===== src/rtl/tl_psm.sv =====
module tl_psm #(
  parameter int SEG_W  = 11,
  parameter int DUTY_W = 10,
  parameter int COR_W  = 8
) (
  input  logic                    clk,
  input  logic                    rst_n,
  input  logic [SEG_W-1:0]        seg_len,
  input  logic [DUTY_W:0]         duty_pri,
  input  logic [DUTY_W:0]         duty_sec,
  input  logic [DUTY_W:0]         shift_out,
  input  logic signed [COR_W-1:0] corr_pri,
  input  logic signed [COR_W-1:0] corr_sec,
  output logic [5:0]              lvl_pri,
  output logic [5:0]              lvl_sec
);

  localparam int HW    = SEG_W + 2;
  localparam int CNT_W = SEG_W + 3;
  localparam int PW    = DUTY_W + 1 + HW;
  localparam int SW    = ((DUTY_W > COR_W) ? DUTY_W : COR_W) + 3;
  localparam logic [DUTY_W:0] ONE_V = {1'b1, {DUTY_W{1'b0}}};

  function automatic logic [DUTY_W:0] fix_duty(input logic [DUTY_W:0] d,
                                               input logic signed [COR_W-1:0] c);
    logic signed [SW-1:0] s;
    s = $signed(SW'(d)) + SW'(c);
    if (s < 0) return '0;
    if (s > $signed(SW'(ONE_V))) return ONE_V;
    return s[DUTY_W:0];
  endfunction

  logic             run;
  logic [CNT_W-1:0] cnt;
  logic [SEG_W-1:0] seg_q;
  logic [HW-1:0]    w1_q, w2_q, ph_q;

  logic [SEG_W-1:0] seg_eff;
  logic [HW-1:0]    half_n;
  logic [DUTY_W:0]  dp1, dp2, dph;
  logic [PW-1:0]    prod1, prod2, prodp;

  assign seg_eff = (seg_len == '0) ? SEG_W'(1) : seg_len;
  assign half_n  = (HW'(seg_eff) << 1) + HW'(seg_eff);
  assign dp1     = fix_duty(duty_pri, corr_pri);
  assign dp2     = fix_duty(duty_sec, corr_sec);
  assign dph     = (shift_out > ONE_V) ? ONE_V : shift_out;
  assign prod1   = PW'(dp1) * PW'(half_n);
  assign prod2   = PW'(dp2) * PW'(half_n);
  assign prodp   = PW'(dph) * PW'(half_n);

  logic [CNT_W-1:0] half_q, third_q, per_q;
  assign third_q = CNT_W'(seg_q) << 1;
  assign half_q  = third_q + CNT_W'(seg_q);
  assign per_q   = half_q << 1;

  logic load;
  assign load = !run || (cnt == per_q - 1'b1);

  always_ff @(posedge clk) begin
    if (!rst_n) begin
      run   <= 1'b0;
      cnt   <= '0;
      seg_q <= '0;
      w1_q  <= '0;
      w2_q  <= '0;
      ph_q  <= '0;
    end else if (load) begin
      run   <= 1'b1;
      cnt   <= '0;
      seg_q <= seg_eff;
      w1_q  <= HW'(prod1 >> DUTY_W);
      w2_q  <= HW'(prod2 >> DUTY_W);
      ph_q  <= HW'(prodp >> DUTY_W);
    end else begin
      cnt <= cnt + 1'b1;
    end
  end

  logic [11:0] lvl_all;

  for (genvar g = 0; g < 6; g++) begin : g_leg
    localparam int  K   = g % 3;
    localparam bit  SEC = (g >= 3);
    logic [CNT_W-1:0] off_k, off_raw, off, t, st;
    logic [HW-1:0]    w;
    logic             in_p, in_n;

    assign off_k   = (K == 0) ? '0 : (K == 1) ? third_q : (third_q << 1);
    assign off_raw = off_k + (SEC ? CNT_W'(ph_q) : '0);
    assign off     = (off_raw >= per_q) ? off_raw - per_q : off_raw;
    assign t       = (cnt >= off) ? cnt - off : cnt + per_q - off;
    assign w       = SEC ? w2_q : w1_q;
    assign st      = (half_q - CNT_W'(w)) >> 1;
    assign in_p    = (t >= st) && (t < st + CNT_W'(w));
    assign in_n    = (t >= half_q + st) && (t < half_q + st + CNT_W'(w));
    assign lvl_all[2*g +: 2] = !run ? 2'b00 : in_p ? 2'b01 : in_n ? 2'b10 : 2'b00;

    AST_NO_ILLEGAL_CODE: assert property (@(posedge clk) disable iff (!rst_n)
      lvl_all[2*g +: 2] != 2'b11);
    AST_P_IN_FIRST_HALF: assert property (@(posedge clk) disable iff (!rst_n)
      (lvl_all[2*g +: 2] == 2'b01) |-> (t < half_q));
    AST_N_IN_SECOND_HALF: assert property (@(posedge clk) disable iff (!rst_n)
      (lvl_all[2*g +: 2] == 2'b10) |-> (t >= half_q && t < per_q));
  end

  assign lvl_pri = lvl_all[5:0];
  assign lvl_sec = lvl_all[11:6];

  AST_IDLE_OUTPUT: assert property (@(posedge clk) disable iff (!rst_n)
    !run |-> (lvl_pri == '0 && lvl_sec == '0));
  AST_COUNT_IN_PERIOD: assert property (@(posedge clk) disable iff (!rst_n)
    run |-> (cnt < per_q));
  AST_WIDTH_SATURATED: assert property (@(posedge clk) disable iff (!rst_n)
    run |-> (CNT_W'(w1_q) <= half_q && CNT_W'(w2_q) <= half_q && CNT_W'(ph_q) <= half_q));
  AST_LOAD_RESTARTS: assert property (@(posedge clk) disable iff (!rst_n)
    load |=> (run && cnt == '0));
  AST_HOLD_MID_PERIOD: assert property (@(posedge clk) disable iff (!rst_n)
    !load |=> ($stable(seg_q) && $stable(w1_q) && $stable(w2_q) && $stable(ph_q)));
  AST_SEC_ALIGN: assert property (@(posedge clk) disable iff (!rst_n)
    (run && ph_q == '0 && w1_q == w2_q) |-> (lvl_sec == lvl_pri));
  AST_SEG_NONZERO: assert property (@(posedge clk) disable iff (!rst_n)
    run |-> (seg_q != '0));

endmodule


===== config.mk =====
export PLATFORM = sky130hd
export DESIGN_NAME = tl_psm
export DESIGN_NICKNAME = d
export VERILOG_FILES = /design/src/rtl/tl_psm.sv
export SDC_FILE = /design/constraint.sdc
export NUM_CORES = 2
export LEC_CHECK = 0
export BUFFER_PORTS_ARGS = -buffer_cell sky130_fd_sc_hd__buf_2
export CAP_MARGIN = 40
export CORE_ASPECT_RATIO = 1.4
export CORE_MARGIN = 8
export CORE_UTILIZATION = 60
export DETAILED_ROUTE_END_ITERATION = 6
export PLACE_DENSITY = 0.89
export SYNTH_ARGS = -nofsm -noshare
export SYNTH_HDL_FRONTEND = slang
export SYNTH_SLANG_ARGS = --single-unit

===== constraint.sdc =====
create_clock -name clk -period 8.9 [get_ports clk]
set_input_delay 0.445 -clock clk [delete_from_list [all_inputs] [get_ports clk]]
set_output_delay 0.445 -clock clk [all_outputs]
set_load 0.01 [all_outputs]

==> After elaboration in Yosys (flattened, before gate mapping) <==
Index checks and enable logic that the tools add are counted.
{ "word_totals": {"register_bits": 65, "inputBits": 62, "out_inout_bits": 12} }
{ "op_classes": {"addsub": 35, "multipliers": 3, "magnitude_cmp": 41, "eq_ne": 1, "muxes": 46, "n_bitwise": 1, "n_reduce_logical": 16} }
{ "ops": {"columns": ["cell", "n"], "rows": [
  ["greater-or-equal comparator 14 bit", 14],
  ["subtractor 14 bit", 14],
  ["< comparator 14 bit", 12],
  ["2-to-1 mux 14 bit", 12],
  ["2-to-1 mux 11 bit", 10],
  ["greater-or-equal comparator 14 x 13 -> 1 bit", 6],
  ["adder 13 x 13 -> 14 bit", 5],
  ["multiplier 11 x 13 -> 23 bit", 3],
  ["2-to-1 mux 2 bit", 18],
  ["adder 14 x 13 -> 14 bit", 2],
  ["greater-or-equal comparator 13 x 14 -> 1 bit", 2],
  ["subtractor 13 x 13 -> 14 bit", 2],
  ["subtractor 13 x 14 -> 14 bit", 2],
  ["adder 12 x 11 -> 13 bit", 2],
  ["adder 12 x 8 -> 13 bit", 2],
  ["greater-than comparator 13 x 12 -> 1 bit, second input constant", 2],
  ["< comparator 13 x 1 -> 1 bit, second input constant", 2],
  ["adder 12 x 13 -> 14 bit", 1],
  ["adder 14 x 1 -> 14 bit, second input constant", 1],
  ["adder 14 bit", 1],
  ["equality test 14 bit", 1],
  ["greater-or-equal comparator 1 x 14 -> 1 bit, first input constant", 1],
  ["greater-or-equal comparator 12 x 14 -> 1 bit", 1],
  ["subtractor 1 x 14 -> 14 bit, first input constant", 1],
  ["10 further kinds", 26]
]} }

==> Longest topological paths before layout <==
{ "depth": {"ltp_word": 10, "ltp_mapped": 49} }

==> Worst setup path after synthesis <==
No wires, ideal clock.
{ "synth_path": {"kind": "register -> output", "start": "register seg_q[1]", "end": "output lvl_sec[3]", "arrival_ns": 9.490, "t_required_ns": 8.455, "setup_slack_ns": -1.035, "path_stages_with_launch": 42, "path_buffers": 2, "path_cell_list": "dfxtp_1 > inv_1 > fa_1 > nand2b_1 > a21oi_1 > o21ai_1 > o2bb2ai_1 > xnor2_1 > inv_1 > ha_1 > nand4_1 > nand4b_1 > o211ai_1 > a31o_2 > clkbuf_1 > nand2_1 > xnor2_1 > inv_1 > (+6 left out) > a21boi_0 > o21ai_0 > a21oi_1 > o22ai_1 > clkbuf_1 > a21oi_1 > ha_1 > a21o_1 > a21o_1 > a21o_1 > a21oi_1 > nor2b_1 > o21ai_0 > a21oi_1 > o2111a_1 > a2111oi_0 > o211ai_1 > a2111oi_0"} }
{ "synth_between": {"elab_chain_cells": 10, "word_cells_on_any_way": 23, "classes_between": "10 x add/sub; 6 x order compare; 5 x mux; 2 x reduce/logical"} }
{ "synth_lines": {"columns": ["element", "line", "text"], "rows": [
  ["start, declared", "35", "logic [SEG_W-1:0] seg_q;"],
  ["start signal, assigned", "71", "seg_q <= seg_eff;"],
  ["parallel branches: the longest is 8 deep, another holds subtractor 13 x 13 -> 14 bit", null, null],
  ["2-to-1 mux 2 bit (*) (2 in series)", "97", "assign lvl_all[2*g +: 2] = !run ? 2'b00 : in_p ? 2'b01 : in_n ? 2'b10 : 2'b00;"],
  ["end, declared", "15", "output logic [5:0] lvl_sec"]
]} }
Mark *: on every way between the ends.

==> Worst setup path in the final report <==
{ "layout_path": {"start": "register seg_q[2]", "end": "output lvl_sec[1]"} }
{ "layout_between": {"elab_chain_cells": 10, "word_cells_on_any_way": 22, "classes_between": "9 x add/sub; 6 x order compare; 5 x mux; 2 x reduce/logical"} }
{ "layout_lines": {"columns": ["element", "line", "text"], "rows": [
  ["adder 12 x 11 -> 13 bit (*)", "54", "assign half_q = third_q + CNT_W'(seg_q);"],
  ["parallel branches: the longest is 7 deep, another holds subtractor 13 x 13 -> 14 bit", null, null],
  ["2-to-1 mux 2 bit (*) (2 in series)", "97", null]
]} }
Marks and branches as above.

==> impl_results.md <==
- Outcome: finished, final reports clean
- Pre-antenna DRT Iters: 5
- P&R area growth vs syn: 16.0%
- Final wirelength: about 140000 um
- Max_slew headroom: 38.9%
- DP Wirelength: 115000 um
- TritonCTS buffer count: 9
- Dpl ws: -0.287 ns
- Clk Latency, worst-skew pair: 0.38 ns
- Hold_buf cts: 0
- Placer Congestion: 1.05
- Clock root buffer master: clkbuf_16
- Depth of the CTS H-tree: 3
- Post-synthesis sequential area ratio: 3.27%
- Dpl cells: between 6000 and 7000
- Worst Slack Setup Final: approximately 0.082 ns
- Routed vias: 39500
- DRC viols: 0
- Mapped Cells: 5047
- Asr flop ratio synth: 0%
- # clock sinks: 65
- ANT nets after route: 0
- Post-synthesis cell area: roughly 0.04 mm2
- Total GRT Usage: 35.4%
- Worst Hold Slack: ~0.42 ns
- Max Cap Violations: 0
- 1st-iter DRT viols: 2981
- GR Overflow Total: 0
- Final Hold Viols: 0
- Syn avg cell area: 7.88 um2
- Nets: 6739
- RSZ-0062 raised after global routing: yes
- WS Path Type: reg2out
- Core area: 0.0656 mm2
- Slowest-stage cell, CP: ha_1
- # IOs: 74
- CTS tree: done
- Cell Rows: 111
- Final slew viol count: 0
- Final min period: 8.82 ns
- Post-synthesis register bit count: between 60 and 70
- Die height: 321 um
- Vias in the first global route: 39800
- Library cells used by synthesis: 91
- Final period utilization: 99.1%
- Number of enable flip-flop cells after synthesis: 0
- Final setup viols: 0
- Startpoint Class: flip-flop
- First-pass GRT wire length: 209000 um
- Routed len/inst: 21.7 um
- Die width: around 230 um
- Critical Path RT: 8.46 ns
- Worst min-delay path class: in2reg
- Max Freq: ~110 MHz
- Clock buffer depth: 2
- Antenna violations before repair: 6
- Post-route insts no fill: 6346
- Critical path's largest stage delay: 0.43 ns
- Ys Warns: 0
- Fill cell count: 5106
- Max Fanout on Critical Path: 7
- Vias per cell: 6.22
- Initial Util: 60.7%
- Layout Skew: between 0.02 and 0.025 ns
- Die ar.: 0.0749 mm2
- WP data arrival: 8.37 ns
- Pin count of the biggest net entering global routing: 45
- Worst-Margin Slew: 0.915 ns
- CP Capture Type: primary output
- Critical Path Most Common Cell: buf_4
- Synth Flop Type: dfxtp_1
- Share of layout cells above drive strength 1: 15.4%
- Clk pin slew, worst setup/hold paths: 0.06 ns
- Input/output buffers: 73
==> flip-flops by register name, indices dropped and copies added, names as in the netlist <==
register / cells
cnt: 14
ph_q: 13
g_leg.w: 26
seg_q: 11
run: 1
==> kinds of logic (layout without fill, tap and decap cells) <==
kind of cell | Yosys count | count (layout) | share of synthesized area, %
buffers and inverters | 759 | 1203 | 7.21
adder cells (fa/ha/maj) | 1190 | 1190 | 43.5
flip-flops | 65 | 65 | 3.27
other | 1 | 9 | 0.00943
AO/OA/AOI/OAI | 1208 | 1208 | 19.4
XOR/XNOR | 379 | 379 | 8.52
AND/OR/NAND/NOR | 1380 | 1380 | 16.5
multiplexers | 65 | 65 | 1.66
==> layout by cell type (no fill, tap or decap), types with 33 or more instances in the layout <==
cell / n
o21ai_1: 44
xor2_1: 134
and2_1: 38
a21oi_2: 57
mux2i_1: 54
xnor2_1: 222
o21bai_1: 43
ha_1: 849
nand4_1: 49
nor2b_1: 91
a21o_1: 214
buf_2: 76
o21ai_0: 184
dfxtp_1: 58
fa_1: 312
buf_4: 437
a21oi_1: 302
nand2_1: 418
nor2_1: 388
nand2b_1: 91
nor3_1: 66
o21a_1: 45
and3_1: 33
nand3_1: 58
inv_1: 633
==> per-stage QoR <==
| step | instance area [um2] | util (%) | TNS (ns) |
|---|---|---|---|
| 2_1_floorplan | 39800 | - | -0.0217 |
| 3_3_place_gp | 43700 | 66.7 | -0.125 |
| 3_5_place_dp | 43800 | 66.8 | -1.93 |
| 4_1_cts | 44600 | 68.0 | -0.0241 |
| 5_1_grt | 46100 | 70.3 | -2.38 |
| 6_report | 46100 | 70.3 | 0 |
==> layer usage <==
| metal | global-route usage, % | routed length (um) | up-vias |
|---|---|---|---|
| met5 | 0 | 0 | - |
| met4 | 33.3 | 16100 | 0 |
| met3 | 6.10 | 10500 | 826 |
| met2 | 58.5 | 62600 | 1851 |
| met1 | 37.8 | 48300 | 18500 |
| li1 | - | - | 18300 |
==> path summary, 6_finish.rpt <==
path,startpoint,endpoint,slack (ns),depth (start not counted)
worst min register to register,g_leg[3].w[0],g_leg[3].w[0],0.52,1
worst max-delay path,seg_q[2],lvl_sec[1],0.08,43
worst max register to register,seg_q[0],g_leg[3].w[10],3.70,18
worst min-delay path,rst_n,run,0.42,1
==> repair_timing <==
action,CTS,global route
resized for setup,66,292
setup buffers,33,42
pin swaps,30,170
endpoints found under the setup margin,12,26
hold endpoints to repair,0,0
gates cloned,0,2
==> final cells by class <==
cell class / count / area, um2 / share of cell area (%)
multi-input cells: 4224 / 37000 / 80.1
repair buffers: 537 / 4000 / 8.68
inverters: 650 / 2440 / 5.30
flip-flops and latches: 65 / 1310 / 2.85
well taps: 847 / 1060 / 2.30
clock buffers: 10 / 229 / 0.497
clock inverters: 6 / 92.6 / 0.201
diodes: 7 / 17.5 / 0.0380
==> worst max-delay path, delay by kind of cell (launching register included) <==
family | cells | cell delay [ns]
AOI/OAI and AO/OA | 18 | 3.05
buffers and inverters | 14 | 1.86
adders and majority gates | 4 | 1.40
and+or+nand+nor | 4 | 0.64
xor gates and xnor gates | 2 | 0.53
DFF | 1 | 0.37
muxes | 1 | 0.15
==> synth_stat cells (9+ instances only) <==
cell type,number,share of area (%)
a31o_2,9,0.20
ha_1,872,27
and3_1,34,0.53
nand3b_1,22,0.42
nor2_1,399,3.8
o21a_1,45,0.85
inv_1,646,6.1
o41ai_1,12,0.26
nor3_1,75,0.94
a31oi_1,23,0.36
a2111oi_0,13,0.29
o21ai_0,251,3.2
o211ai_1,26,0.49
fa_1,318,16
or2_2,14,0.22
a21oi_1,362,4.6
dfxtp_1,65,3.3
nor2b_1,94,1.5
xnor2_1,234,5.2
clkbuf_1,101,0.95
o31ai_1,18,0.34
and2_1,40,0.63
mux2i_1,57,1.4
a21boi_0,31,0.59
a211o_1,18,0.40
nand2_1,421,4.0
nand2b_1,93,1.5
a21o_1,214,4.0
or3_1,28,0.44
o31a_1,9,0.20
o22ai_1,13,0.20
o21ai_1,9,0.11
nand3_1,58,0.73
xor2_1,139,3.1
nor4_1,15,0.24
nand4_1,49,0.77
o2111ai_1,12,0.26
o21bai_1,45,0.85
a211oi_1,30,0.57
Power is not shown: default switching activity piles up to over one toggle a cycle in this logic, so the estimate is an artifact.
